## src/rtl/dl_hdlc_pkg.sv

```systemverilog
`timescale 1ns/1ps
package dl_hdlc_pkg;

  typedef enum logic {
    ST_HUNT  = 1'b0,
    ST_FRAME = 1'b1
  } rx_state_e;

  // per-strobe classification of the incoming bit
  typedef struct packed {
    logic emit;   // bit belongs to the candidate payload
    logic dbit;   // value of that bit
    logic flag;   // flag octet completed
    logic abort;  // seventh consecutive one
  } dl_evt_t;

  localparam int unsigned RUN_W      = 3;
  localparam int unsigned STUFF_RUN  = 5;
  localparam int unsigned FLAG_RUN   = 6;
  localparam int unsigned ABORT_RUN  = 7;
  // bits of a flag that look like data before the flag is recognised
  localparam int unsigned HOLD_BITS  = 6;

  localparam logic [15:0] CRC_PRESET    = 16'hFFFF;
  localparam logic [15:0] CRC_POLY_REFL = 16'h8408;
  localparam logic [15:0] CRC_GOOD      = 16'hF0B8;

  localparam int unsigned CR_BIT_POS = 1;
  localparam int unsigned TYPE_IDX   = 3;

endpackage

```

## src/rtl/dl_bit_deframe.sv

```systemverilog
`timescale 1ns/1ps
module dl_bit_deframe
  import dl_hdlc_pkg::*;
(
  input  logic    clk,
  input  logic    rst,
  input  logic    bit_vld,
  input  logic    bit_in,
  output dl_evt_t evt
);

  logic [RUN_W-1:0] run_q;

  always_comb begin
    evt.emit  = bit_vld && (run_q < RUN_W'(STUFF_RUN));
    evt.dbit  = bit_in;
    evt.flag  = bit_vld && !bit_in && (run_q == RUN_W'(FLAG_RUN));
    evt.abort = bit_vld &&  bit_in && (run_q == RUN_W'(FLAG_RUN));
  end

  // count of consecutive ones, saturating at the abort length
  always_ff @(posedge clk) begin
    if (rst) begin
      run_q <= '0;
    end else if (bit_vld) begin
      if (!bit_in) begin
        run_q <= '0;
      end else if (run_q != RUN_W'(ABORT_RUN)) begin
        run_q <= run_q + 1'b1;
      end
    end
  end

endmodule

```

## src/rtl/dl_emit_hold.sv

```systemverilog
`timescale 1ns/1ps
module dl_emit_hold #(
  parameter int unsigned LEN = 6,
  localparam int unsigned FILL_W = $clog2(LEN + 1)
) (
  input  logic clk,
  input  logic rst,
  input  logic clr,
  input  logic push,
  input  logic din,
  output logic out_vld,
  output logic out_bit
);

  logic [LEN-1:0]    sh_q;
  logic [FILL_W-1:0] fill_q;
  logic              full;

  assign full    = (fill_q == FILL_W'(LEN));
  assign out_vld = push && !clr && full;
  assign out_bit = sh_q[0];

  always_ff @(posedge clk) begin
    if (rst) begin
      sh_q   <= '0;
      fill_q <= '0;
    end else if (clr) begin
      fill_q <= '0;
    end else if (push) begin
      sh_q <= {din, sh_q[LEN-1:1]};
      if (!full) begin
        fill_q <= fill_q + 1'b1;
      end
    end
  end

endmodule

```

## src/rtl/dl_crc16_chk.sv

```systemverilog
`timescale 1ns/1ps
module dl_crc16_chk
  import dl_hdlc_pkg::*;
(
  input  logic clk,
  input  logic rst,
  input  logic clr,
  input  logic en,
  input  logic din,
  output logic ok
);

  logic [15:0] crc_q;
  logic [15:0] crc_d;

  always_comb begin
    crc_d = {1'b0, crc_q[15:1]};
    if (crc_q[0] ^ din) begin
      crc_d = crc_d ^ CRC_POLY_REFL;
    end
  end

  always_ff @(posedge clk) begin
    if (rst || clr) begin
      crc_q <= CRC_PRESET;
    end else if (en) begin
      crc_q <= crc_d;
    end
  end

  assign ok = (crc_q == CRC_GOOD);

endmodule

```

## src/rtl/dl_octet_pack.sv

```systemverilog
`timescale 1ns/1ps
module dl_octet_pack #(
  parameter int unsigned W = 8,
  localparam int unsigned CW = $clog2(W)
) (
  input  logic         clk,
  input  logic         rst,
  input  logic         clr,
  input  logic         en,
  input  logic         din,
  output logic         done,
  output logic [W-1:0] octet,
  output logic         partial
);

  logic [W-2:0]  sh_q;
  logic [CW-1:0] cnt_q;

  assign done    = en && (cnt_q == CW'(W - 1));
  assign octet   = {din, sh_q};
  assign partial = (cnt_q != '0);

  always_ff @(posedge clk) begin
    if (rst) begin
      sh_q  <= '0;
      cnt_q <= '0;
    end else if (clr) begin
      cnt_q <= '0;
    end else if (en) begin
      sh_q  <= {din, sh_q[W-2:1]};
      cnt_q <= done ? '0 : cnt_q + 1'b1;
    end
  end

endmodule

```

## src/rtl/dl_hdlc_rx.sv

```systemverilog
`timescale 1ns/1ps
module dl_hdlc_rx
  import dl_hdlc_pkg::*;
#(
  parameter int unsigned ADDR_W = 9,
  parameter logic [ADDR_W-1:0] BASE_ADDR = ADDR_W'('h0DE),
  parameter logic [ADDR_W-1:0] LAST_ADDR = ADDR_W'('h135),
  parameter int unsigned OCTET_W = 8,
  localparam int unsigned DEPTH = 32'(LAST_ADDR) - 32'(BASE_ADDR) + 32'd1,
  localparam int unsigned CNT_W = $clog2(DEPTH + 1)
) (
  input  logic               clk,
  input  logic               rst,
  input  logic               bit_vld,
  input  logic               bit_in,
  output logic               wr_en,
  output logic [ADDR_W-1:0]  wr_addr,
  output logic [OCTET_W-1:0] wr_data,
  output logic               flag_seen,
  output logic               abort_seen,
  output logic               msg_end,
  output logic               fcs_err,
  output logic               cr_bit,
  output logic [OCTET_W-1:0] msg_type,
  output logic [CNT_W-1:0]   msg_len
);

  rx_state_e          state_q;
  dl_evt_t            evt;
  logic               in_frame;
  logic               push;
  logic               hold_vld;
  logic               hold_bit;
  logic               octet_done;
  logic [OCTET_W-1:0] octet;
  logic               partial;
  logic               crc_ok;
  logic               closing;
  logic               window_full;
  logic [CNT_W-1:0]   cnt_q;
  logic               hdr_cr_q;
  logic [OCTET_W-1:0] hdr_type_q;

  assign in_frame    = (state_q == ST_FRAME);
  assign push        = in_frame && evt.emit;
  assign window_full = (cnt_q == CNT_W'(DEPTH));
  assign closing     = in_frame && evt.flag && ((cnt_q != '0) || partial);

  dl_bit_deframe u_deframe (
    .clk     (clk),
    .rst     (rst),
    .bit_vld (bit_vld),
    .bit_in  (bit_in),
    .evt     (evt)
  );

  dl_emit_hold #(.LEN(HOLD_BITS)) u_hold (
    .clk     (clk),
    .rst     (rst),
    .clr     (evt.flag),
    .push    (push),
    .din     (evt.dbit),
    .out_vld (hold_vld),
    .out_bit (hold_bit)
  );

  dl_crc16_chk u_crc (
    .clk (clk),
    .rst (rst),
    .clr (evt.flag),
    .en  (hold_vld),
    .din (hold_bit),
    .ok  (crc_ok)
  );

  dl_octet_pack #(.W(OCTET_W)) u_pack (
    .clk     (clk),
    .rst     (rst),
    .clr     (evt.flag),
    .en      (hold_vld),
    .din     (hold_bit),
    .done    (octet_done),
    .octet   (octet),
    .partial (partial)
  );

  always_ff @(posedge clk) begin
    if (rst) begin
      state_q    <= ST_HUNT;
      cnt_q      <= '0;
      hdr_cr_q   <= 1'b0;
      hdr_type_q <= '0;
      wr_en      <= 1'b0;
      wr_addr    <= '0;
      wr_data    <= '0;
      flag_seen  <= 1'b0;
      abort_seen <= 1'b0;
      msg_end    <= 1'b0;
      fcs_err    <= 1'b0;
      cr_bit     <= 1'b0;
      msg_type   <= '0;
      msg_len    <= '0;
    end else begin
      wr_en      <= 1'b0;
      flag_seen  <= 1'b0;
      abort_seen <= 1'b0;
      msg_end    <= 1'b0;
      if (evt.flag) begin
        flag_seen <= 1'b1;
        if (closing) begin
          msg_end  <= 1'b1;
          fcs_err  <= !crc_ok || partial;
          msg_len  <= cnt_q;
          cr_bit   <= hdr_cr_q;
          msg_type <= (cnt_q > CNT_W'(TYPE_IDX)) ? hdr_type_q : '0;
        end
        state_q    <= ST_FRAME;
        cnt_q      <= '0;
        hdr_cr_q   <= 1'b0;
        hdr_type_q <= '0;
      end else if (in_frame && evt.abort) begin
        abort_seen <= 1'b1;
        state_q    <= ST_HUNT;
      end else if (octet_done) begin
        if (window_full) begin
          state_q <= ST_HUNT;
        end else begin
          wr_en   <= 1'b1;
          wr_addr <= BASE_ADDR + ADDR_W'(cnt_q);
          wr_data <= octet;
          cnt_q   <= cnt_q + 1'b1;
          if (cnt_q == '0) begin
            hdr_cr_q <= octet[CR_BIT_POS];
          end
          if (cnt_q == CNT_W'(TYPE_IDX)) begin
            hdr_type_q <= octet;
          end
        end
      end
    end
  end

endmodule

```

## config.mk

```make
export PLATFORM = sky130hd
export DESIGN_NAME = dl_hdlc_rx
export DESIGN_NICKNAME = d
export VERILOG_FILES = /design/src/rtl/dl_hdlc_pkg.sv /design/src/rtl/dl_bit_deframe.sv /design/src/rtl/dl_emit_hold.sv /design/src/rtl/dl_crc16_chk.sv /design/src/rtl/dl_octet_pack.sv /design/src/rtl/dl_hdlc_rx.sv
export SDC_FILE = /design/constraint.sdc
export NUM_CORES = 1
export LEC_CHECK = 0
export ABC_AREA = 1
export BUFFER_PORTS_ARGS = -buffer_cell sky130_fd_sc_hd__buf_2
export CORE_MARGIN = 3
export CORE_UTILIZATION = 39
export CTS_BUF_LIST = sky130_fd_sc_hd__clkbuf_8
export DETAILED_ROUTE_END_ITERATION = 12
export GPL_TIMING_DRIVEN = 0
export SYNTH_ARGS = -nofsm -noshare
export SYNTH_HDL_FRONTEND = slang
export SYNTH_HIERARCHICAL = 1
export SYNTH_SLANG_ARGS = --single-unit
```

## constraint.sdc

```tcl
create_clock -name clk -period 4.4 [get_ports clk]
set_clock_uncertainty 0.05 [all_clocks]
set_input_delay 0.44 -clock clk [delete_from_list [all_inputs] [get_ports clk]]
set_output_delay 0.44 -clock clk [all_outputs]
set_load 0.01 [all_outputs]
```

# Word-level counts from Yosys, hierarchy flattened
# Index checks and enable logic that the tools add are counted.
# classes
addsub	5
order_cmp	2
eq_ne	8
muxes	13
n_bitwise	7
n_reduce_logical	36
# ops
operator	n
$eq A16 B16 Y1 const B	1
$mux W16	1
$logic_and A1 B1 Y1	12
$reduce_and A2 Y1	6
$reduce_and A4 Y1	3
$add A3 B1 Y3 const B	3
$add A8 B7 Y9 const A	1
$eq A3 B3 Y1 const B	3
$mux W3	3
$reduce_bool A3 Y1	3
$mux W1	8
$mux W8	1
$add A7 B1 Y7 const B	1
$eq A7 B2 Y1 const B	1
$eq A7 B7 Y1 const B	1
$gt A7 B2 Y1 const B	1
$logic_not A7 Y1	1
$reduce_bool A7 Y1	1
$not A1 Y1	5
$reduce_or A2 Y1	2
$reduce_or A4 Y1	1
$logic_not A1 Y1	3
$logic_or A1 B1 Y1	3
$lt A3 B3 Y1 const B	1
5 further kinds	5
# word_totals
register_bits	93
output_inout_bits	38

# Depth between registers and ports, before layout
# Gate-level depths: netlist of run 1.
# logic_depth
word_depth	10
mapped_depth	18

# Cells and area by module
# Netlist of run 1, hierarchy kept.
# by_module_without_submodules
module	instances	cells_per_inst	area_each_um2	seq_area_each_um2
dl_hdlc_rx	1	397	2732.6	1101.1
dl_crc16_chk	1	91	693.2	320.3
dl_octet_pack	1	73	496.7	200.2
dl_emit_hold	1	65	429.2	180.2
dl_bit_deframe	1	36	227.7	60.1

# Worst setup path after synthesis of run 1
# Ideal clock, no wire load.
# synth_timing
path_kind	register to register
start	register u_deframe.run_q[0]
end	register hdr_type_q[0]
setup_ps	112
arrival_time_ps	2849
t_required_ps	4238
path_slack_ps	1389
path_stages_with_launch	16
period_less_slack_ps	3011
cell_sequence	dfxtp_1 -> inv_1 -> ha_1 -> nand2_1 -> nor3_1 -> nor3_1 -> buf_6 -> nand2_1 -> inv_1 -> nand2_1 -> inv_1 -> nand2_4 -> nor2_4 -> buf_8 -> nor2_2 -> nor2_2
# synth_lines
element	line_no	text
from (decl)	dl_bit_deframe.sv:12	logic [RUN_W-1:0] run_q;
from (signal assigned)	dl_bit_deframe.sv:29	run_q <= run_q + 1'b1;
to (signal assigned)	dl_hdlc_rx.sv:136	hdr_type_q <= octet;
to (decl)	dl_hdlc_rx.sv:42	logic [OCTET_W-1:0] hdr_type_q;

==> impl_metrics.prom, run 1 <==
# TYPE chip_impl_metric gauge
chip_impl_info{name="result_of_the_run",value="completed"} 1
chip_impl_metric{name="post_synth_fa_ha_maj_area_fraction",unit="%"} 3.55
chip_impl_metric{name="finalWorstSetupSlack",unit="ns"} 1.30
chip_impl_metric{name="wire_per_inst",unit="um"} 11.1
chip_impl_metric{name="postCtsHoldBufs",unit=""} 0
chip_impl_info{name="cp_common_cell",value="sky130_fd_sc_hd__nand2_1"} 1
chip_impl_metric{name="achievable-frequency",unit="GHz"} 0.322
chip_impl_info{name="layout_commonest_cell",value="sky130_fd_sc_hd__nand2_1"} 1
chip_impl_info{name="unrepaired_setup_endpoints_after_global_routing",value="false"} 1
chip_impl_info{name="path_delay_family",value="simple AND/OR/NAND/NOR gates"} 1
chip_impl_info{name="cts.root.buffer_cell",value="sky130_fd_sc_hd__clkbuf_8"} 1
chip_impl_metric{name="dpl_worst_slack",unit="ns"} 1.21
chip_impl_metric{name="die_y",unit="um"} 114
chip_impl_metric{name="worst-endpoint-required",unit="ns"} 4.63
chip_impl_metric{name="max-clock-path-buffers",unit=""} 2
chip_impl_metric{name="pwr-share-seq",unit="%"} 57.1
chip_impl_metric{name="syn-instance-count",unit=""} 662
chip_impl_metric{name="relSlewSlack",unit="%"} 42.9
chip_impl_info{name="cts_tree",value="yes"} 1
chip_impl_metric{name="postCtsResizedCells",unit=""} 0
chip_impl_metric{name="final_layout_size_suffix_gt1_share",unit="%"} 17.2
chip_impl_metric{name="synth.cell_area",unit="sq um"} 4580
chip_impl_metric{name="detail_route.iter0.violations",unit=""} 181
chip_impl_info{name="worst_setup_path_start_kind",value="flip-flop"} 1
chip_impl_metric{name="final_count_of_hold_timing_violations",unit=""} 0
chip_impl_metric{name="avgSynthCellArea",unit="sq um"} 6.92
chip_impl_metric{name="initial_antenna_violation_count",unit=""} 0
chip_impl_metric{name="final-max-slew-violation-count",unit=""} 0
chip_impl_metric{name="yosys.area_share.xor_xnor",unit="%"} 0.956
chip_impl_metric{name="internal_power",unit="mW"} 1.13
chip_impl_info{name="worst_setup_path_end_kind",value="flip-flop"} 1
chip_impl_metric{name="design.die.area",unit="sq um"} 13100
chip_impl_metric{name="power_density",unit="nW/um^2"} 286
chip_impl_metric{name="dpl.hpwl",unit="mm"} 7.18
chip_impl_metric{name="clock_power_share",unit="%"} 39.9
chip_impl_info{name="cell_by_cell_listing_of_the_critical_path",value="inv_1, ha_1, nand2_1, nor3_2, buf_4, nor3_1, buf_6, nand2_1, inv_1, nand2_1, inv_1, nand2_4, nor2_4, buf_8, nand2_2, nand2_1, nor2_2"} 1
chip_impl_metric{name="timing.final.crit_share",unit="%"} 70.5
chip_impl_metric{name="timing.final.crit_period",unit="ns"} 3.10
chip_impl_metric{name="htree_levels",unit=""} 3
chip_impl_metric{name="vdd_drop_max",unit="mV"} 0.168
chip_impl_info{name="timing.setup.critical_path_class",value="flip-flop to flip-flop"} 1
chip_impl_metric{name="sequential_element_share_of_the_synthesized_area",unit="%"} 40.7
chip_impl_metric{name="final_layout_net_count",unit=""} 732
chip_impl_info{name="cpMaxStageDelayCell",value="sky130_fd_sc_hd__nor3_1"} 1
chip_impl_info{name="worst_hold_path_type",value="input pin to flip-flop"} 1
chip_impl_metric{name="drc_errors",unit=""} 0
chip_impl_metric{name="cp.arrival",unit="ns"} 3.33
chip_impl_metric{name="netSwitchingFraction",unit="%"} 23.9
chip_impl_metric{name="synth-seq-cells",unit=""} 93
chip_impl_metric{name="post_synth_and_or_nand_nor_area_fraction",unit="%"} 37.3
chip_impl_metric{name="layout-area-overhead-vs-synth",unit="%"} 13.1
chip_impl_metric{name="synth_compound_gate_area_share",unit="%"} 4.56
chip_impl_info{name="synth_top_family_by_area",value="simple AND/OR/NAND/NOR gates"} 1
chip_impl_metric{name="detail_route.first_pass.iterations",unit=""} 4
chip_impl_info{name="most-common-layout-cells",value="sky130_fd_sc_hd__nand2_1 (170), sky130_fd_sc_hd__nor2_1 (123), sky130_fd_sc_hd__dfxtp_1 (93)"} 1
chip_impl_metric{name="total_switching_power",unit="mW"} 0.353
chip_impl_metric{name="die_w",unit="um"} 114
chip_impl_metric{name="fin_setup_tns",unit="ns"} 0
chip_impl_metric{name="coreArea",unit="sq um"} 11200
chip_impl_metric{name="global_route.overflow_total",unit=""} 0
chip_impl_metric{name="max-cap-violations",unit=""} 0
chip_impl_metric{name="worst_slew_pin_slew",unit="ns"} 0.850
chip_impl_metric{name="final_antenna_net_count",unit=""} 0
chip_impl_metric{name="numCtsBuffers",unit=""} 9
chip_impl_metric{name="drt-total-wl",unit="mm"} 9.56
chip_impl_metric{name="clock_transition_at_the_registers_of_the_reported_paths",unit="ns"} 0.10
chip_impl_metric{name="timing.critical_path.buf_inv",unit=""} 6
chip_impl_metric{name="vias_in_the_first_global_route",unit=""} 3642
chip_impl_metric{name="post-cts-setup-buffers",unit=""} 0
chip_impl_metric{name="yosysWarningCount",unit=""} 6
chip_impl_metric{name="globalplace.congestion",unit=""} 0.868
chip_impl_metric{name="share_comb_of_total_power",unit="%"} 3.0
chip_impl_metric{name="cts_sinks",unit=""} 93
chip_impl_metric{name="placed_cells",unit=""} 844
chip_impl_metric{name="yosys.cell_types.count",unit=""} 31
chip_impl_metric{name="power.static_leakage",unit="nW"} 2.53
chip_impl_metric{name="report.final.setup_viol",unit=""} 0
chip_impl_metric{name="insertedDiodeCount",unit=""} 0
chip_impl_metric{name="postSynthNetCount",unit=""} 679
chip_impl_metric{name="initial_utilization",unit="%"} 41.0
chip_impl_metric{name="ioPinCount",unit=""} 42
chip_impl_metric{name="vias_per_cell",unit=""} 4.55
chip_impl_metric{name="post_layout_nonfiller_instances",unit=""} 860
chip_impl_metric{name="grtUsageTotal",unit="%"} 15.6
chip_impl_metric{name="synth.area.mux_share",unit="%"} 0
chip_impl_metric{name="final_standard_cell_utilization_of_the_core",unit="%"} 46.3
chip_impl_metric{name="vias",unit=""} 3913
chip_impl_metric{name="num_rows",unit=""} 38
chip_impl_metric{name="grt_max_degree",unit=""} 18
chip_impl_metric{name="worstSkewPairLatency",unit="ns"} 0.37
chip_impl_metric{name="grt_pass1_wl",unit="mm"} 16.6
chip_impl_metric{name="timing.critical_path.slowest_cell_delay",unit="ns"} 0.71
chip_impl_metric{name="placement.io_buffers",unit=""} 41
chip_impl_metric{name="path_max_fanout",unit=""} 10
[final cells by class]
class                      count  area (sq um)
buffer                        23           213
clock buffer                   9           124
clock inverter                 7          82.6
fill                        1158          5990
inverter                     101           380
multi-input combinational    445          2130
sequential                    93          1860
tap                          140           175
timing repair buffer          42           213
[state kept, by name (all words and copies together) (netlist names)]
signal and count:
cr_bit 1, msg_len 7, abort_seen 1, msg_end 1
cnt_q 7, in_frame 1, u_hold/fill_q 3, wr_data 8
wr_addr 9, hdr_type_q 8, flag_seen 1, hdr_cr_q 1
u_deframe/run_q 3, u_pack/sh_q 7, fcs_err 1, u_hold/sh_q 6
u_pack/cnt_q 3, u_crc/crc_q 16, msg_type 8, wr_en 1
[layer usage]
| metal | up-vias | track usage [%] | wire length (um) |
|---|---|---|---|
| met4 | 0 | 5.86 | 84 |
| met5 | - | 0 | 0 |
| met3 | 6 | 3.70 | 386 |
| li1 | 2100 | - | - |
| met2 | 65 | 25.3 | 4460 |
| met1 | 1742 | 20.3 | 4630 |
[through the flow]
| stage | power (mW) | cell area, sq um | hold WS, ns |
|---|---|---|---|
| global route | 1.54 | 5180 | 0.355 |
| detailed placement | 0.910 | 4970 | 0.418 |
| floorplan | 0.896 | 4580 | 0.396 |
| global placement | 0.908 | 4960 | 0.406 |
| CTS | 1.51 | 5180 | 0.325 |
| finish | 1.48 | 5180 | 0.351 |
[worst register-to-register path, cell delays in order, from the launching register on]
cell,delay [ns]
sky130_fd_sc_hd__dfxtp_1,0.37
sky130_fd_sc_hd__inv_1,0.09
sky130_fd_sc_hd__ha_1,0.20
sky130_fd_sc_hd__nand2_1,0.10
sky130_fd_sc_hd__nor3_2,0.09
sky130_fd_sc_hd__buf_4,0.18
sky130_fd_sc_hd__nor3_1,0.71
sky130_fd_sc_hd__buf_6,0.23
sky130_fd_sc_hd__nand2_1,0.06
sky130_fd_sc_hd__inv_1,0.06
sky130_fd_sc_hd__nand2_1,0.10
sky130_fd_sc_hd__inv_1,0.21
sky130_fd_sc_hd__nand2_4,0.10
sky130_fd_sc_hd__nor2_4,0.15
sky130_fd_sc_hd__buf_8,0.17
sky130_fd_sc_hd__nand2_2,0.05
sky130_fd_sc_hd__nand2_1,0.07
sky130_fd_sc_hd__nor2_2,0.03
[worst paths after layout]
kind | from | to | slack, ns | cells past startpoint
setup / recovery | u_deframe/run_q[0]$_SDFFE_PP0P_ | hdr_type_q[3]$_SDFFE_PP0P_ | 1.30 | 17
hold / removal | bit_vld | u_deframe/run_q[2]$_SDFFE_PP0P_ | 0.35 | 3
setup reg to reg | u_deframe/run_q[0]$_SDFFE_PP0P_ | hdr_type_q[3]$_SDFFE_PP0P_ | 1.30 | 17
hold reg to reg | msg_len[0]$_SDFFE_PP0P_ | msg_len[0]$_SDFFE_PP0P_ | 0.43 | 2
[synth_stat cells, drive strengths merged]
library cell | instances | area share (%)
o21ai | 6 | 0.66
o211ai | 5 | 0.82
nor3 | 6 | 0.66
nand3b | 1 | 0.16
dfxtp | 93 | 41
buf | 21 | 4.5
ha | 13 | 3.6
nor2 | 148 | 14
xor2 | 5 | 0.96
nand2 | 180 | 16
inv | 99 | 8.1
clkbuf | 2 | 0.16
nand3 | 50 | 6.0
nand4 | 3 | 0.41
o22ai | 1 | 0.14
a21oi | 27 | 3.0
clkinv | 2 | 0.19
[power groups by stage]
| stage | clock network [mW] | logic (mW) | registers, mW |
|---|---|---|---|
| 2_1_floorplan | 0 | 0.0312 | 0.864 |
| 3_3_place_gp | 0 | 0.0436 | 0.865 |
| 3_5_place_dp | 0 | 0.0450 | 0.865 |
| 4_1_cts | 0.616 | 0.0451 | 0.845 |
| 5_1_grt | 0.641 | 0.0517 | 0.846 |
| 6_report | 0.591 | 0.0444 | 0.845 |
[cells by family after synthesis]
logic type / after synthesis
fa+ha+maj: 13
compound gates: 39
xor+xnor: 5
flops: 93
buf+inv: 124
simple gates: 388
Note: power is estimated with default switching activity, not from simulation.
==> run 2, diff against run 1 <==
- ABC_AREA: 1 -> 0
- clock period: 4.4 -> 3.25 ns (I/O delays scaled with it)
==> run 2 against run 1 <==
Net effect:
- sequential power rose by 35%
- combinational power fell by 16%
- non-clock buffer count shrank 6
- synthesized cell count down 42%
- critical endpoint is now wr_data[6]$_SDFFE_PP0P_
- largest power group unchanged
==> impl_metrics.prom, run 2 <==
# TYPE chip_impl_metric gauge
chip_impl_metric{name="dpl.hpwl",unit="mm"} 5.56
chip_impl_info{name="most_area_hungry_cell_type_in_the_yosys_netlist",value="sky130_fd_sc_hd__dfxtp_1"} 1
chip_impl_info{name="most-common-layout-cells",value="sky130_fd_sc_hd__dfxtp_1 (93), sky130_fd_sc_hd__nor2_1 (55), sky130_fd_sc_hd__mux2i_1 (47)"} 1
chip_impl_info{name="post-synth-top-count-cell",value="sky130_fd_sc_hd__dfxtp_1"} 1
chip_impl_info{name="worst_hold_path_type",value="input pin to flip-flop"} 1
chip_impl_metric{name="ioPinCount",unit=""} 42
chip_impl_metric{name="placement.io_buffers",unit=""} 41
chip_impl_info{name="worst_setup_path_end_kind",value="flip-flop"} 1
chip_impl_metric{name="cts_sinks",unit=""} 93
chip_impl_metric{name="drt-total-wl",unit="mm"} 7.86
chip_impl_metric{name="dpl_worst_slack",unit="ns"} -0.352
chip_impl_metric{name="clock_transition_at_the_registers_of_the_reported_paths",unit="ns"} 0.09
chip_impl_metric{name="yosysWarningCount",unit=""} 6
chip_impl_metric{name="synth_top_area_share",unit="%"} 47.5
chip_impl_metric{name="vdd_drop_max",unit="mV"} 0.317
chip_impl_metric{name="regToRegSetupSlack",unit="ns"} 0.31
chip_impl_metric{name="postCtsHoldBufs",unit=""} 0
chip_impl_info{name="r2r-start",value="u_deframe/run_q[0]$_SDFFE_PP0P_"} 1
chip_impl_metric{name="fin_setup_tns",unit="ns"} 0
chip_impl_info{name="cts_tree",value="yes"} 1
chip_impl_metric{name="syn-instance-count",unit=""} 385
chip_impl_metric{name="vias_in_the_first_global_route",unit=""} 2782
chip_impl_metric{name="wire_per_inst",unit="um"} 13.8
chip_impl_metric{name="layout-area-overhead-vs-synth",unit="%"} 16.0
chip_impl_metric{name="final_layout_size_suffix_gt1_share",unit="%"} 20.8
chip_impl_metric{name="clock_power_share",unit="%"} 42.6
chip_impl_metric{name="netSwitchingFraction",unit="%"} 20.8
chip_impl_metric{name="ys_async_sr_fraction",unit="%"} 0
chip_impl_metric{name="max-cap-violations",unit=""} 0
chip_impl_info{name="synthTopCellsByCount",value="sky130_fd_sc_hd__dfxtp_1 (93), sky130_fd_sc_hd__nor2_1 (56), sky130_fd_sc_hd__mux2i_1 (47)"} 1
chip_impl_metric{name="hold_ws",unit="ns"} 0.273
chip_impl_metric{name="final_count_of_hold_timing_violations",unit=""} 0
chip_impl_info{name="crit_path_end",value="wr_data[6]$_SDFFE_PP0P_"} 1
chip_impl_metric{name="worstSkewPairLatency",unit="ns"} 0.35
chip_impl_info{name="result_of_the_run",value="completed"} 1
chip_impl_metric{name="initial_antenna_violation_count",unit=""} 0
chip_impl_info{name="cts.root.buffer_cell",value="sky130_fd_sc_hd__clkbuf_8"} 1
chip_impl_info{name="synthFlopType",value="sky130_fd_sc_hd__dfxtp_1"} 1
chip_impl_info{name="destination_of_the_worst_register_to_register_timing_path",value="wr_data[6]$_SDFFE_PP0P_"} 1
chip_impl_metric{name="design.die.area",unit="sq um"} 11300
chip_impl_metric{name="detail_route.first_pass.iterations",unit=""} 4
chip_impl_metric{name="timing.final.crit_share",unit="%"} 90.6
chip_impl_metric{name="insertedDiodeCount",unit=""} 0
chip_impl_info{name="setup.worst_path.start",value="u_deframe/run_q[0]$_SDFFE_PP0P_"} 1
chip_impl_metric{name="coreArea",unit="sq um"} 9500
chip_impl_metric{name="worst_slew_pin_slew",unit="ns"} 0.861
chip_impl_metric{name="place_area",unit="sq um"} 4290
chip_impl_metric{name="sequential_element_share_of_the_synthesized_area",unit="%"} 47.5
chip_impl_info{name="unrepaired_setup_endpoints_after_global_routing",value="false"} 1
chip_impl_metric{name="num_rows",unit=""} 35
chip_impl_metric{name="relSlewSlack",unit="%"} 42.5
chip_impl_metric{name="share_comb_of_total_power",unit="%"} 1.8
chip_impl_metric{name="pwr-share-seq",unit="%"} 55.6
chip_impl_metric{name="filler_cell_count",unit=""} 940
chip_impl_metric{name="grtUsageTotal",unit="%"} 14.8
chip_impl_metric{name="initial_utilization",unit="%"} 41.3
chip_impl_metric{name="grt_max_degree",unit=""} 16
chip_impl_info{name="top_register",value="u_crc/crc_q"} 1
chip_impl_metric{name="synth.cell_area",unit="sq um"} 3920
chip_impl_metric{name="synth_enable_flop_cells",unit=""} 0
chip_impl_metric{name="reg2reg_depth",unit=""} 12
chip_impl_metric{name="drc_errors",unit=""} 0
chip_impl_metric{name="path_max_fanout",unit=""} 15
chip_impl_metric{name="internal_power",unit="mW"} 1.63
chip_impl_metric{name="finalWorstSetupSlack",unit="ns"} 0.306
chip_impl_metric{name="largest_register_ff_count",unit=""} 16
chip_impl_metric{name="globalplace.congestion",unit=""} 0.829
chip_impl_metric{name="total_power_of_the_final_layout",unit="mW"} 2.05
chip_impl_metric{name="final_layout_net_count",unit=""} 454
chip_impl_metric{name="avgSynthCellArea",unit="sq um"} 10.2
chip_impl_metric{name="vias",unit=""} 2818
chip_impl_metric{name="numCtsBuffers",unit=""} 9
chip_impl_metric{name="cp.arrival",unit="ns"} 3.12
chip_impl_metric{name="power_density",unit="nW/um^2"} 452
chip_impl_metric{name="final_antenna_net_count",unit=""} 0
chip_impl_info{name="layout_commonest_cell",value="sky130_fd_sc_hd__dfxtp_1"} 1
chip_impl_metric{name="total_switching_power",unit="mW"} 0.427
chip_impl_metric{name="synth-seq-cells",unit=""} 93
chip_impl_info{name="top_regs",value="u_crc/crc_q: 16 flops, wr_addr: 9 flops"} 1
chip_impl_metric{name="detail_route.iter0.violations",unit=""} 83
chip_impl_metric{name="finish.instance_area",unit="sq um"} 4550
chip_impl_metric{name="htree_levels",unit=""} 3
chip_impl_metric{name="achievable-frequency",unit="GHz"} 0.340
chip_impl_info{name="worst_setup_path_start_kind",value="flip-flop"} 1
chip_impl_metric{name="worst-endpoint-required",unit="ns"} 3.43
chip_impl_metric{name="global_route.overflow_total",unit=""} 0
chip_impl_metric{name="power.static_leakage",unit="nW"} 1.80
chip_impl_metric{name="postSynthNetCount",unit=""} 402
chip_impl_metric{name="max-clock-path-buffers",unit=""} 2
chip_impl_metric{name="vias_per_cell",unit=""} 4.94
chip_impl_metric{name="grt_pass1_wl",unit="mm"} 13.7
chip_impl_info{name="timing.setup.critical_path_class",value="flip-flop to flip-flop"} 1
chip_impl_info{name="synth.area.top_cells",value="sky130_fd_sc_hd__dfxtp_1 (47%), sky130_fd_sc_hd__mux2i_1 (12%), sky130_fd_sc_hd__nor2_1 (5.4%)"} 1
chip_impl_metric{name="report.final.setup_viol",unit=""} 0
chip_impl_metric{name="yosys.cell_types.count",unit=""} 60
chip_impl_metric{name="die_w",unit="um"} 106
chip_impl_metric{name="die_y",unit="um"} 106
chip_impl_metric{name="final-max-slew-violation-count",unit=""} 0
chip_impl_metric{name="timing.final.crit_period",unit="ns"} 2.94
run 2: cells by family (layout without fill, tap and decap cells):
logic type / after synthesis / count (layout) / share of synthesized area, %
adders and majority gates: 13 / 13 / 4.15
buffers and inverters: 34 / 91 / 4.12
DFF: 93 / 93 / 47.5
xor gates and xnor gates: 13 / 13 / 3.61
AOI/OAI and AO/OA: 50 / 50 / 11.3
and+or+nand+nor: 134 / 134 / 17.0
muxes: 48 / 48 / 12.3
run 2: worst min-delay path by stage:
| stage | start | slack, ns | endpoint | depth (start not counted) |
|---|---|---|---|---|
| 2_1_floorplan | u_hold/sh_q[2]$_SDFFE_PP0P_ | 0.38 | u_hold/sh_q[1]$_SDFFE_PP0P_ | 2 |
| 3_3_place_gp | u_hold/sh_q[3]$_SDFFE_PP0P_ | 0.39 | u_hold/sh_q[2]$_SDFFE_PP0P_ | 2 |
| 3_5_place_dp | u_hold/sh_q[2]$_SDFFE_PP0P_ | 0.39 | u_hold/sh_q[1]$_SDFFE_PP0P_ | 2 |
| 4_1_cts | bit_in | 0.25 | u_deframe/run_q[1]$_SDFFE_PP0P_ | 3 |
| 5_1_grt | rst | 0.28 | u_deframe/run_q[1]$_SDFFE_PP0P_ | 2 |
| 6_report | bit_in | 0.27 | u_deframe/run_q[1]$_SDFFE_PP0P_ | 3 |
run 2: metrics by stage:
stage	util [%]	instances
finish	47.8	571
floorplan	-	385
global route	47.8	571
global placement	45.1	555
detailed placement	45.1	555
CTS	47.6	571
run 2: what timing repair did:
| item | 4_1_cts | 5_1_grt |
|---|---|---|
| resized for setup | 2 | 5 |
| setup endpoints to repair | 52 | 32 |
| buffers inserted | 0 | 0 |
| pin swaps | 0 | 1 |
run 2: area by class of cell:
cell class | count | area, sq um | area share, %
plain buffers | 18 | 101 | 2.23
repair buffers | 41 | 205 | 4.51
flip-flops and latches | 93 | 1860 | 41.0
inverters | 16 | 60.1 | 1.32
clock buffers | 11 | 151 | 3.33
multi-input cells | 258 | 1920 | 42.3
clock inverters | 5 | 82.6 | 1.82
well taps | 129 | 161 | 3.55
run 2: worst max-delay path: stages (launching register included):
cell and delay (ns):
sky130_fd_sc_hd__dfxtp_1 0.41, sky130_fd_sc_hd__inv_1 0.07, sky130_fd_sc_hd__ha_1 0.19, sky130_fd_sc_hd__nand3_1 0.11
sky130_fd_sc_hd__nor2_2 0.17, sky130_fd_sc_hd__nor2b_4 0.23, sky130_fd_sc_hd__and3_2 0.28, sky130_fd_sc_hd__and2_2 0.18
sky130_fd_sc_hd__a21bo_2 0.27, sky130_fd_sc_hd__a311oi_4 0.35, sky130_fd_sc_hd__buf_6 0.24, sky130_fd_sc_hd__mux2i_1 0.21
sky130_fd_sc_hd__nor2_1 0.05
run 2: power groups by stage:
stage / clock, mW / combinational [mW] / sequential, mW
after floorplan: 0 / 0.0231 / 1.17
final: 0.875 / 0.0372 / 1.14
after global placement: 0 / 0.0368 / 1.17
after global routing: 0.946 / 0.0422 / 1.14
after CTS: 0.902 / 0.0376 / 1.14
after detailed placement: 0 / 0.0376 / 1.17
run 2: routing by layer:
| metal | part of all wire (%) | global-route usage (%) | vias up |
|---|---|---|---|
| li1 | - | - | 1428 |
| met1 | 49 | 20.1 | 1336 |
| met2 | 46 | 23.4 | 46 |
| met3 | 3.8 | 3.83 | 8 |
| met4 | 1.1 | 3.89 | 0 |
| met5 | 0 | 0 | - |
==> run 3, diff against run 2 <==
- CTS_CLUSTER_DIAMETER: not set -> 150
- clock period: 3.25 -> 3.57 ns (I/O delays scaled with it)
==> run 3 against run 2 <==
Net effect:
- hold slack better by 0.033 ns
- first-iteration DRC count is 7.2% higher
- final area is 0.44% lower
- utilization is 0.21 points lower
- clock power is 8.9% lower
- die area stayed put
- register-to-register slack better by 0.10 ns
- critical path type unchanged
- largest power group unchanged
==> impl_metrics.prom, run 3 (same netlist as run 2, synthesis figures left out) <==
# TYPE chip_impl_metric gauge
chip_impl_info{name="unrepaired_setup_endpoints_after_global_routing",value="false"} 1
chip_impl_info{name="worst_setup_path_end_kind",value="flip-flop"} 1
chip_impl_metric{name="vias_in_the_first_global_route",unit=""} 2780
chip_impl_metric{name="numCtsBuffers",unit=""} 9
chip_impl_info{name="cts_tree",value="yes"} 1
chip_impl_metric{name="coreArea",unit="sq um"} 9500
chip_impl_metric{name="globalplace.congestion",unit=""} 0.829
chip_impl_metric{name="worst-endpoint-required",unit="ns"} 3.75
chip_impl_info{name="timing.setup.critical_path_class",value="flip-flop to flip-flop"} 1
chip_impl_metric{name="initial_antenna_violation_count",unit=""} 0
chip_impl_metric{name="power_density",unit="nW/um^2"} 413
chip_impl_metric{name="fin_setup_tns",unit="ns"} 0
chip_impl_metric{name="final_layout_size_suffix_gt1_share",unit="%"} 20.4
chip_impl_metric{name="max-cap-violations",unit=""} 0
chip_impl_metric{name="grt_max_degree",unit=""} 16
chip_impl_metric{name="power.static_leakage",unit="nW"} 1.80
chip_impl_metric{name="detail_route.first_pass.iterations",unit=""} 5
chip_impl_info{name="worst_setup_path_start_kind",value="flip-flop"} 1
chip_impl_metric{name="max-clock-path-buffers",unit=""} 2
chip_impl_metric{name="path_max_fanout",unit=""} 15
chip_impl_info{name="cts.root.buffer_cell",value="sky130_fd_sc_hd__clkbuf_8"} 1
chip_impl_metric{name="final_count_of_hold_timing_violations",unit=""} 0
chip_impl_metric{name="largest_register_ff_count",unit=""} 16
chip_impl_metric{name="global_route.overflow_total",unit=""} 0
chip_impl_metric{name="final-max-slew-violation-count",unit=""} 0
chip_impl_metric{name="initial_utilization",unit="%"} 41.3
chip_impl_metric{name="final_layout_net_count",unit=""} 454
chip_impl_metric{name="vias",unit=""} 2796
chip_impl_metric{name="ioPinCount",unit=""} 42
chip_impl_metric{name="clock_transition_at_the_registers_of_the_reported_paths",unit="ns"} 0.09
chip_impl_info{name="layout_commonest_cell",value="sky130_fd_sc_hd__dfxtp_1"} 1
chip_impl_metric{name="die_w",unit="um"} 106
chip_impl_metric{name="final_antenna_net_count",unit=""} 0
chip_impl_metric{name="cp.arrival",unit="ns"} 3.34
chip_impl_info{name="top_regs",value="u_crc/crc_q: 16 flops, wr_addr: 9 flops"} 1
chip_impl_metric{name="insertedDiodeCount",unit=""} 0
chip_impl_metric{name="finalWorstSetupSlack",unit="ns"} 0.409
chip_impl_metric{name="htree_levels",unit=""} 3
chip_impl_info{name="result_of_the_run",value="completed"} 1
chip_impl_metric{name="design.die.area",unit="sq um"} 11300
chip_impl_metric{name="dpl.hpwl",unit="mm"} 5.56
chip_impl_metric{name="worst_slew_pin_slew",unit="ns"} 1.16
chip_impl_info{name="worst_hold_path_type",value="input pin to flip-flop"} 1
chip_impl_info{name="top_register",value="u_crc/crc_q"} 1
chip_impl_metric{name="grtUsageTotal",unit="%"} 14.8
chip_impl_metric{name="layout-area-overhead-vs-synth",unit="%"} 15.4
chip_impl_metric{name="drt-total-wl",unit="mm"} 7.82
chip_impl_metric{name="detail_route.iter0.violations",unit=""} 89
chip_impl_metric{name="vdd_drop_max",unit="mV"} 0.289
chip_impl_metric{name="worstSkewPairLatency",unit="ns"} 0.35
chip_impl_metric{name="achievable-frequency",unit="GHz"} 0.316
chip_impl_metric{name="final_standard_cell_utilization_of_the_core",unit="%"} 47.6
chip_impl_metric{name="total_power_of_the_final_layout",unit="mW"} 1.87
chip_impl_metric{name="cts_sinks",unit=""} 93
chip_impl_metric{name="vias_per_cell",unit=""} 4.90
chip_impl_metric{name="dpl_worst_slack",unit="ns"} -0.0324
chip_impl_metric{name="place_area",unit="sq um"} 4290
chip_impl_metric{name="die_y",unit="um"} 106
chip_impl_metric{name="postCtsHoldBufs",unit=""} 0
chip_impl_metric{name="placement.io_buffers",unit=""} 41
chip_impl_metric{name="grt_pass1_wl",unit="mm"} 13.6
chip_impl_metric{name="report.final.setup_viol",unit=""} 0
chip_impl_metric{name="drc_errors",unit=""} 0
chip_impl_metric{name="num_rows",unit=""} 35
chip_impl_metric{name="wire_per_inst",unit="um"} 13.7
chip_impl_metric{name="timing.final.crit_period",unit="ns"} 3.16
chip_impl_info{name="most-common-layout-cells",value="sky130_fd_sc_hd__dfxtp_1 (93), sky130_fd_sc_hd__nor2_1 (55), sky130_fd_sc_hd__mux2i_1 (47)"} 1
chip_impl_metric{name="finish.instance_area",unit="sq um"} 4530
chip_impl_metric{name="timing.final.crit_share",unit="%"} 88.5
chip_impl_metric{name="relSlewSlack",unit="%"} 21.8
-- run 3: power by group --
part / switching (mW) / internal, mW
Sequential: 0.00118 / 1.04
Clock: 0.363 / 0.434
Combinational: 0.0250 / 0.00858
Total: 0.389 / 1.48
-- run 3: final timing paths --
path / from / endpoint / slack, ns / cells after the start
min reg2reg: u_hold/sh_q[4]$_SDFFE_PP0P_ / u_hold/sh_q[3]$_SDFFE_PP0P_ / 0.40 / 2
max reg2reg: u_deframe/run_q[0]$_SDFFE_PP0P_ / wr_data[6]$_SDFFE_PP0P_ / 0.41 / 12
max: u_deframe/run_q[0]$_SDFFE_PP0P_ / wr_data[6]$_SDFFE_PP0P_ / 0.41 / 12
min: bit_in / u_deframe/run_q[1]$_SDFFE_PP0P_ / 0.31 / 3
-- run 3: routing by layer --
layer  GRT usage (%)  vias up  wire [um]
met5               0        -          0
met4            3.89        0         84
li1                -     1426          -
met2            23.3       43       3580
met3            3.83        8        338
met1            20.2     1319       3820
-- run 3: stage by stage --
step,hold WS (ns),instances
CTS,0.284,571
detailed placement,0.394,555
finish,0.306,571
global route,0.315,571
floorplan,0.382,385
global placement,0.388,555
-- run 3: final cells by class --
type | instances | area, sq um
repair buffers | 41 | 205
multi-input cells | 258 | 1900
fillers | 943 | 4980
inverters | 16 | 60.1
clock inverters | 5 | 82.6
plain buffers | 18 | 101
clock buffers | 11 | 151
well taps | 129 | 161
flip-flops and latches | 93 | 1860
-- run 3: critical path, stage by stage (launching register included) --
cell and delay (ns):
sky130_fd_sc_hd__dfxtp_1 0.40, sky130_fd_sc_hd__inv_1 0.07, sky130_fd_sc_hd__ha_1 0.19, sky130_fd_sc_hd__nand3_1 0.11, sky130_fd_sc_hd__nor2_2 0.17, sky130_fd_sc_hd__nor2b_2 0.32
sky130_fd_sc_hd__and3_1 0.34, sky130_fd_sc_hd__and2_2 0.20, sky130_fd_sc_hd__a21bo_2 0.27, sky130_fd_sc_hd__a311oi_4 0.40, sky130_fd_sc_hd__buf_6 0.24, sky130_fd_sc_hd__mux2i_1 0.21
sky130_fd_sc_hd__nor2_1 0.05
-- run 3: repair_timing --
item | 4_1_cts | 5_1_grt
setup buffers | 0 | 0
hold endpoints to repair | 0 | 0
resized for setup | 1 | 2
endpoints found under the setup margin | 19 | 16
pin swaps | 0 | 0
